### src/rtl/prc_pkg.sv
package prc_pkg;
  // True when a register holds initial architectural state at reset.
  function automatic logic starts_live(input int unsigned idx, input int unsigned arch_regs);
    return (idx != 0) && (idx < arch_regs);
  endfunction
endpackage

### src/rtl/prc_match.sv
module prc_match #(
  parameter int NPORT  = 2,
  parameter int IDX_W  = 6,
  parameter int TARGET = 1,
  parameter int HW     = $clog2(NPORT + 1)
) (
  input  logic [NPORT-1:0]       vld,
  input  logic [NPORT*IDX_W-1:0] idx,
  output logic [HW-1:0]          hits
);
  always_comb begin
    hits = '0;
    for (int p = 0; p < NPORT; p++) begin
      if (vld[p] && (idx[p*IDX_W +: IDX_W] == IDX_W'(TARGET)))
        hits = hits + HW'(1);
    end
  end
endmodule

### src/rtl/prc_cell.sv
module prc_cell #(
  parameter int   CNT_W = 7,
  parameter int   HW    = 2,
  parameter logic INIT  = 1'b0
) (
  input  logic             clk,
  input  logic             rst,
  input  logic [HW-1:0]    up,
  input  logic [HW-1:0]    dn,
  output logic [CNT_W-1:0] cnt_q,
  output logic             zero_hit_q
);
  localparam int EW = CNT_W + 1;
  localparam logic [EW-1:0] CMAX = EW'({CNT_W{1'b1}});

  logic [EW-1:0]    raised;
  logic [EW-1:0]    lowered;
  logic [CNT_W-1:0] cnt_nxt;

  always_comb begin
    raised  = {1'b0, cnt_q} + EW'(up);
    lowered = '0;
    if (raised > EW'(dn))
      lowered = raised - EW'(dn);
    if (lowered > CMAX)
      cnt_nxt = CMAX[CNT_W-1:0];
    else
      cnt_nxt = lowered[CNT_W-1:0];
  end

  always_ff @(posedge clk) begin
    if (rst) begin
      cnt_q      <= CNT_W'(INIT);
      zero_hit_q <= 1'b0;
    end else begin
      cnt_q      <= cnt_nxt;
      zero_hit_q <= (cnt_q != '0) && (cnt_nxt == '0);
    end
  end
endmodule

### src/rtl/prc_top.sv
module prc_top #(
  parameter int NUM_PREGS   = 64,
  parameter int ARCH_REGS   = 32,
  parameter int NPORT       = 2,
  parameter int MAX_SHARERS = 64,
  parameter int IDX_W       = $clog2(NUM_PREGS),
  parameter int CNT_W       = $clog2(MAX_SHARERS + 1)
) (
  input  logic                   clk,
  input  logic                   rst,
  input  logic [NPORT-1:0]       alloc_vld,
  input  logic [NPORT*IDX_W-1:0] alloc_idx,
  input  logic [NPORT-1:0]       dealloc_vld,
  input  logic [NPORT*IDX_W-1:0] dealloc_idx,
  output logic [NUM_PREGS-1:0]   free_vec
);
  localparam int HW = $clog2(NPORT + 1);

  logic [NUM_PREGS*CNT_W-1:0] cnt_flat;
  logic [NUM_PREGS-1:0]       zero_hit;
  logic [NUM_PREGS-1:0]       free_q;

  for (genvar r = 0; r < NUM_PREGS; r++) begin : g_reg
    if (r == 0) begin : g_hardwired
      assign cnt_flat[r*CNT_W +: CNT_W] = '0;
      assign zero_hit[r] = 1'b0;
    end else begin : g_counted
      logic [HW-1:0] up_hits;
      logic [HW-1:0] dn_hits;

      prc_match #(.NPORT(NPORT), .IDX_W(IDX_W), .TARGET(r), .HW(HW)) up_i (
        .vld(alloc_vld), .idx(alloc_idx), .hits(up_hits));

      prc_match #(.NPORT(NPORT), .IDX_W(IDX_W), .TARGET(r), .HW(HW)) dn_i (
        .vld(dealloc_vld), .idx(dealloc_idx), .hits(dn_hits));

      prc_cell #(
        .CNT_W(CNT_W), .HW(HW),
        .INIT(prc_pkg::starts_live(r, ARCH_REGS))
      ) cell_i (
        .clk(clk), .rst(rst), .up(up_hits), .dn(dn_hits),
        .cnt_q(cnt_flat[r*CNT_W +: CNT_W]), .zero_hit_q(zero_hit[r]));
    end
  end

  // Second stage: release to the freelist one cycle after the count update.
  always_ff @(posedge clk) begin
    if (rst) free_q <= '0;
    else     free_q <= zero_hit;
  end

  assign free_vec = free_q;
endmodule

### config.mk
export PLATFORM = sky130hd
export DESIGN_NAME = prc_top
export DESIGN_NICKNAME = d
export VERILOG_FILES = /design/src/rtl/prc_pkg.sv /design/src/rtl/prc_match.sv /design/src/rtl/prc_cell.sv /design/src/rtl/prc_top.sv
export SDC_FILE = /design/constraint.sdc
export NUM_CORES = 2
export LEC_CHECK = 0
export BUFFER_PORTS_ARGS = -buffer_cell sky130_fd_sc_hd__buf_2
export CAP_MARGIN = 15
export CORE_UTILIZATION = 52
export CTS_BUF_LIST = sky130_fd_sc_hd__clkbuf_8
export DETAILED_ROUTE_END_ITERATION = 7
export PLACE_DENSITY_LB_ADDON = 0.05
export SLEW_MARGIN = 20
export SYNTH_ARGS = -nofsm -noshare
export SYNTH_HDL_FRONTEND = slang
export SYNTH_HIERARCHICAL = 1
export SYNTH_SLANG_ARGS = --single-unit
### constraint.sdc
create_clock -name clk -period 5.15 [get_ports clk]
set_clock_uncertainty 0.15 [all_clocks]
set_input_delay 0.515 -clock clk [delete_from_list [all_inputs] [get_ports clk]]
set_output_delay 0.515 -clock clk [all_outputs]
set_load 0.1 [all_outputs]
* After elaboration in Yosys (flattened, before gate mapping)
Cells that the tools add are included.
** Storage, ports and cells
- Latch bits :: 0
- Memories :: 0
- Output and inout bits :: 64
- Memory bits (read-only) :: 0
- Bits of input ports :: 30
- Bits in writable memories :: 0
- Bits in registers :: 568
** Cells by class
- Add/subtract/negate cells :: 252
- Bitwise operators :: 0
- Multipliers :: 0
- Div/mod/pow operators :: 0
- Reduce and logical (&&, ||, !) cells :: 441
- Muxes and demuxes :: 378
- Shift operators :: 0
- Magnitude comparators :: 126
- Eq/ne operators :: 252
** Operators by type and width (count)
- == test 6 bit, second input constant :: 128
- adder 7 x 2 -> 8 bit :: 63
- > comparator 8 x 2 -> 1 bit :: 63
- > comparator 8 x 7 -> 1 bit, second input constant :: 63
- two-way mux 8 bit :: 63
- subtractor 8 x 2 -> 8 bit :: 63
- zero test 7 bit :: 63
- two-way mux 7 bit :: 63
- nonzero test 7 bit :: 63
- == test 6 x 5 -> 1 bit, second input constant :: 64
- logical AND 1 bit :: 315
- adder 1 x 1 -> 2 bit, second input constant :: 126
- two-way mux 2 bit :: 126
- == test 6 x 4 -> 1 bit, second input constant :: 32
- two-way mux 1 bit :: 126
- == test 6 x 3 -> 1 bit, second input constant :: 16
- == test 6 x 2 -> 1 bit, second input constant :: 8
- == test 6 x 1 -> 1 bit, second input constant :: 4

* Depth between registers and ports, before layout
- Depth in word-level cells :: 12
- Depth in mapped cells :: 15
- Gate-level depth less buffers :: 14

* Hierarchy
Netlist, hierarchy kept.
** By module, submodules not included
- prc_cell at g_reg[32].g_counted.cell_i ... :: times used 32, area an instance 798.3 um2, sequential area each 160.2 um2, cells an instance 100
- prc_cell at g_reg[21].g_counted.cell_i ... :: times used 19, area an instance 779.5 um2, sequential area each 160.2 um2, cells an instance 89
- prc_cell at g_reg[10].g_counted.cell_i ... :: times used 12, area an instance 834.6 um2, sequential area each 160.2 um2, cells an instance 102
- prc_top :: times used 1, area an instance 1696.6 um2, sequential area each 1261.2 um2, cells an instance 134
- prc_match at g_reg[21].g_counted.dn_i ... :: times used 20, area an instance 60.1 um2, sequential area each 0.0 um2, cells an instance 5
- prc_match at g_reg[13].g_counted.dn_i ... :: times used 20, area an instance 56.3 um2, sequential area each 0.0 um2, cells an instance 6
- prc_match at g_reg[11].g_counted.dn_i ... :: times used 12, area an instance 62.6 um2, sequential area each 0.0 um2, cells an instance 7
- prc_match at g_reg[16].g_counted.dn_i ... :: times used 12, area an instance 57.6 um2, sequential area each 0.0 um2, cells an instance 7
- prc_match at g_reg[20].g_counted.dn_i ... :: times used 10, area an instance 55.1 um2, sequential area each 0.0 um2, cells an instance 5
- prc_match at g_reg[10].g_counted.dn_i ... :: times used 8, area an instance 65.1 um2, sequential area each 0.0 um2, cells an instance 5
- prc_match at g_reg[31].g_counted.dn_i ... :: times used 10, area an instance 50.0 um2, sequential area each 0.0 um2, cells an instance 7
- prc_match at g_reg[28].g_counted.dn_i ... :: times used 8, area an instance 48.8 um2, sequential area each 0.0 um2, cells an instance 5
- prc_match at g_reg[19].g_counted.dn_i ... :: times used 6, area an instance 60.1 um2, sequential area each 0.0 um2, cells an instance 7
- prc_match at g_reg[1].g_counted.dn_i ... :: times used 4, area an instance 62.6 um2, sequential area each 0.0 um2, cells an instance 5
- +6 rows

* Least setup slack after synthesis
No wires, ideal clock.
- Path type :: input-to-reg
- From :: input port alloc_idx[4]
- To :: register g_reg[1].g_counted.cell_i.zero_hit_q
- Buffers on the path :: 1
- Setup time :: 59 ps
- Slack :: 1020 ps
- Arrival :: 3921 ps
- Data required time :: 4941 ps
- Stages :: 13
- Cell sequence :: or4b_1 > nor4b_2 > ha_1 > ha_1 > fa_1 > fa_1 > buf_4 > a211o_1 > a21boi_0 > o21a_1 > o2111ai_1 > nor4_1 > o211a_1
** On the way
- Word-level cells in the longest chain between the ends :: 12
- Elaborated cells between the ends (all ways) :: 13
- Classes of those cells :: 3 x add/sub; 2 x order compare; 1 x eq/ne; 4 x mux; 3 x reduce/logical
** RTL lines
- from (decl) :: line prc_top.sv:12 : input logic [NPORT*IDX_W-1:0] alloc_idx,
- == test 6 x 1 -> 1 bit (*) :: line prc_match.sv:14 : if (vld[p] && (idx[p*IDX_W +: IDX_W] == IDX_W'(TARGET)))
- logical AND 1 bit (*) :: line prc_match.sv:14
- two-way mux 1 bit (*) :: line prc_match.sv:14
- adder 1 x 1 -> 2 bit :: line prc_match.sv:15 : hits = hits + HW'(1);
- two-way mux 2 bit (*) :: line prc_match.sv:14
- named net g_reg[1].g_counted.up_hits[0] :: line prc_top.sv:28 : logic [HW-1:0] up_hits;
- adder 7 x 2 -> 8 bit (*) :: line prc_cell.sv:21 : raised = {1'b0, cnt_q} + EW'(up);
- subtractor 8 x 2 -> 8 bit / > comparator 8 x 2 -> 1 bit (equally long branches) :: line prc_cell.sv:24, prc_cell.sv:23
- two-way mux 8 bit (*) :: line prc_cell.sv:23 : if (raised > EW'(dn))
- > comparator 8 x 7 -> 1 bit :: line prc_cell.sv:25 : if (lowered > CMAX)
- two-way mux 7 bit (*) :: line prc_cell.sv:25
- zero test 7 bit (*) :: line prc_cell.sv:37 : zero_hit_q <= (cnt_q != '0) && (cnt_nxt == '0);
- logical AND 1 bit (*) :: line prc_cell.sv:37
- to (signal assigned) :: line prc_cell.sv:37
- to (decl) :: line prc_cell.sv:11 : output logic zero_hit_q
Mark *: on every way through the listed nets, which the timed path passes. The rest lies on a longest branch.
A chain may end at the register's enable or synchronous reset.

* Worst setup path in the final report
- From :: input port alloc_idx[4]
- To :: register g_reg[49].g_counted.cell_i.zero_hit_q
** On the way
- Word-level cells in the longest chain between the ends :: 12
- Elaborated cells between the ends (all ways) :: 13
- Classes of those cells :: 3 x add/sub; 2 x order compare; 1 x eq/ne; 4 x mux; 3 x reduce/logical
** RTL lines (line)
- == test 6 bit (*) :: prc_match.sv:14
- logical AND 1 bit (*) :: prc_match.sv:14
- two-way mux 1 bit (*) :: prc_match.sv:14
- adder 1 x 1 -> 2 bit :: prc_match.sv:15
- two-way mux 2 bit (*) :: prc_match.sv:14
- named net g_reg[49].g_counted.up_hits[0] :: prc_top.sv:28
- adder 7 x 2 -> 8 bit (*) :: prc_cell.sv:21
- subtractor 8 x 2 -> 8 bit / > comparator 8 x 2 -> 1 bit (equally long branches) :: prc_cell.sv:24, prc_cell.sv:23
- two-way mux 8 bit (*) :: prc_cell.sv:23
- > comparator 8 x 7 -> 1 bit :: prc_cell.sv:25
- two-way mux 7 bit (*) :: prc_cell.sv:25
- zero test 7 bit (*) :: prc_cell.sv:37
- logical AND 1 bit (*) :: prc_cell.sv:37
- to (signal assigned) :: prc_cell.sv:37
- to (decl) :: prc_cell.sv:11
Marks and branches as above.

==> run_results.csv <==
group,metric,value,unit
status,run_status,"complete, no violations",
grt,grt_pass1_wl,257000,µm
placed_design,gp_congestion,0.901,
synthesis,seq_area_frac_synth,19.2,%
timing,fmax,0.242,GHz
die,die_y,339,µm
layout,drive_gt1_share,15.8,%
grt,antenna_found_initial,6,
synthesis,synth-async-reset-ratio,0,%
timing,relSlewSlack,34.3,%
synthesis,syn_avg_cell_area,8.46,µm²
layout,layout_common_cells,"753 x nand2_1, 567 x dfxtp_1, 420 x a21oi_1, 378 x ha_1, 337 x nand3_1",
routing,drc_errors,0,
timing,setup_violations,0,
flow_run,drv_cap,0,
die,rows,123,
grt,grtUsageTotal,26.6,%
grt,grt_pass1_vias,49100,
power,ir_drop,0.199,mV
die,boundaryPins,94,
synthesis,synthesis.instances,7001,
synthesis,synth_cell_types,76,
layout,layout_commonest_cell,"nand2_1",
synthesis,ys.flop_type,"dfxtp_1",
timing,hold_viol_final,0,
cts,cts_tree,"done",
cts,post_cts_buffers,0,
grt,grt_start_max_net_pins,102,
cts,hold_buffers,1,
power,leakagePower,23.2,nW
routing,via_per_inst,6.12,
layout,fin_util,55.2,%
die,die_x,339,µm
synthesis,syn_nets,7535,
cts,cts_resized,0,
setup_path,critPathMaxFanout,44,
routing,dr_total_vias,52300,
cts,max-clock-path-buffers,3,
cts,cts_buffers,111,
synthesis,synth_seq_cells,567,
setup_path,critPathKind,"input pin to flop",
synthesis,ys_warn_count,6,
die,dieArea,0.115,mm²
layout,final-seq-area,0.0114,mm²
setup_path,r2r_slack,1870,ps
layout,final_cell_area,0.0621,mm²
placed_design,detailedPlace.worstSlack,225,ps
synthesis,netlist_area,0.0592,mm²
routing,ant_nets,0,
setup_path,critical_path_arrival,4720,ps
placed_design,dpl_cell_area,0.0596,mm²
timing,period_minus_slack,4140,ps
setup_path,worst_ep_required_time,5730,ps
die,initial_core_util,52.6,%
setup_path,start_kind,"input pin",
timing,worst_slack,1010,ps
cts,cts_root_buf,"clkbuf_8",
placed_design,hpwl,114000,µm
routing,drt-initial-drc-count,3584,
layout,layout.nets,7483,
cts,cts_max_level,3,
timing,timing.final.crit_share,80.3,%
cts,clock_latency,810,ps
cts,cts_num_sinks,567,
routing,wl_per_cell,18.5,µm
routing,wirelength,158000,µm
routing,dr.pass1.iters,5,
synthesis,synth-edff-count,0,
worst_hold_path,hold_class,"flop to flop",
timing,tightest_slew,985,ps
layout,fillCellCount,10600,
die,core_area,0.113,mm²
timing,grt_setup_unrepaired,"false",
setup_path,endpoint_kind,"flop",
power,p_per_area,280,mW/mm²
cts,clk_pin_slew,50,ps
timing,slew_viol_final,0,
placed_design,port_buffers,92,
grt,grt_overflow,0,
timing,setup_tns,0,ps
layout,multi_input_area,0.0438,mm²
layout,area_delta_synth_final,4.94,%
Yosys cell counts (51+ instances only):
cell,count,area [µm²]
a21o_1,63,473
a21oi_1,420,2100
a31oi_1,198,1240
and2_1,51,319
and3_1,66,413
buf_2,132,661
buf_6,146,1640
dfxtp_1,567,11400
fa_1,126,2520
ha_1,378,4730
inv_1,283,1060
mux2i_1,162,1620
nand2_1,753,2830
nand3_1,337,1690
nand4_1,67,419
nand4b_1,182,1590
nor2_1,330,1240
nor2b_1,158,988
nor3_1,194,971
nor3_2,145,1450
nor4_1,155,970
nor4_2,58,726
nor4b_2,92,1380
o21ai_0,121,606
o21ai_1,51,255
or3_1,154,963
or3b_1,69,604
xnor2_1,216,1890
xor2_1,202,1770
xor2_2,51,830
per-stage QoR:
| stage | cells | total power [mW] | hold slack [ps] |
|---|---|---|---|
| floorplan | 7001 | 11.1 | 264 |
| global placement | 8335 | 12.2 | 265 |
| detailed placement | 8335 | 12.3 | 273 |
| CTS | 8541 | 17.5 | 282 |
| global route | 8545 | 18.6 | 289 |
| finish | 8546 | 17.4 | 283 |
layer usage:
metal / part of all wire, % / GRT usage [%] / vias to the layer above
met5: 0.0076 / 0 / -
met4: 2.5 / 8.40 / 2
met3: 4.7 / 3.19 / 244
met2: 47 / 43.7 / 1291
met1: 46 / 36.2 / 25000
li1: - / - / 25700
worst paths after layout:
kind	from	end	cells after the start
setup / recovery	alloc_idx[4]	g_reg[49].g_counted.cell_i/zero_hit_q$_SDFF_PP0_	16
hold / removal	g_reg[27].g_counted.cell_i/zero_hit_q$_SDFF_PP0_	free_vec[27]$_SDFF_PP0_	1
setup reg to reg	g_reg[13].g_counted.cell_i/cnt_q[0]$_SDFF_PP1_	g_reg[13].g_counted.cell_i/zero_hit_q$_SDFF_PP0_	9
hold reg to reg	g_reg[27].g_counted.cell_i/zero_hit_q$_SDFF_PP0_	free_vec[27]$_SDFF_PP0_	1
cell type report:
type | count | share of cell area (%)
diodes | 5 | 0.0201
clock buffers | 141 | 3.12
clock inverters | 64 | 0.876
inverters | 295 | 1.78
multi-input cells | 5781 | 70.6
flip-flops and latches | 567 | 18.3
well taps | 1500 | 3.02
repair buffers | 193 | 2.36
critical path: stages:
cell and delay, ps:
buf_4 420, buf_4 340, buf_4 180, nand2_1 50, nor4_1 360, ha_1 320
ha_1 240, fa_1 560, ha_1 260, nor2b_1 190, nor3b_1 240, mux2i_1 210
a21oi_1 100, xnor2_1 170, o41ai_1 350, and3_1 190
kinds of logic after synthesis:
logic type / count (synthesis) / synth area share [%]
AOI/OAI and AO/OA: 1374 / 16.8
xor gates and xnor gates: 469 / 7.58
adders and majority gates: 504 / 12.2
buffers and inverters: 653 / 6.79
DFF: 567 / 19.2
muxes: 162 / 2.74
other: 1 / 0.00633
and+or+nand+nor: 3271 / 34.7
power by group:
part | switching, mW | total, mW | internal [mW]
logic | 3.42 | 5.94 | 2.52
clock network | 2.18 | 5.13 | 2.95
registers | 1.31 | 6.35 | 5.04
registers in the layout (all words and copies together), names as in the netlist:
name and count:
free_vec 63, g.g_counted.cell_i/cnt_q 441, g.g_counted.cell_i/zero_hit_q 63
(Power assumes the default switching activity.)
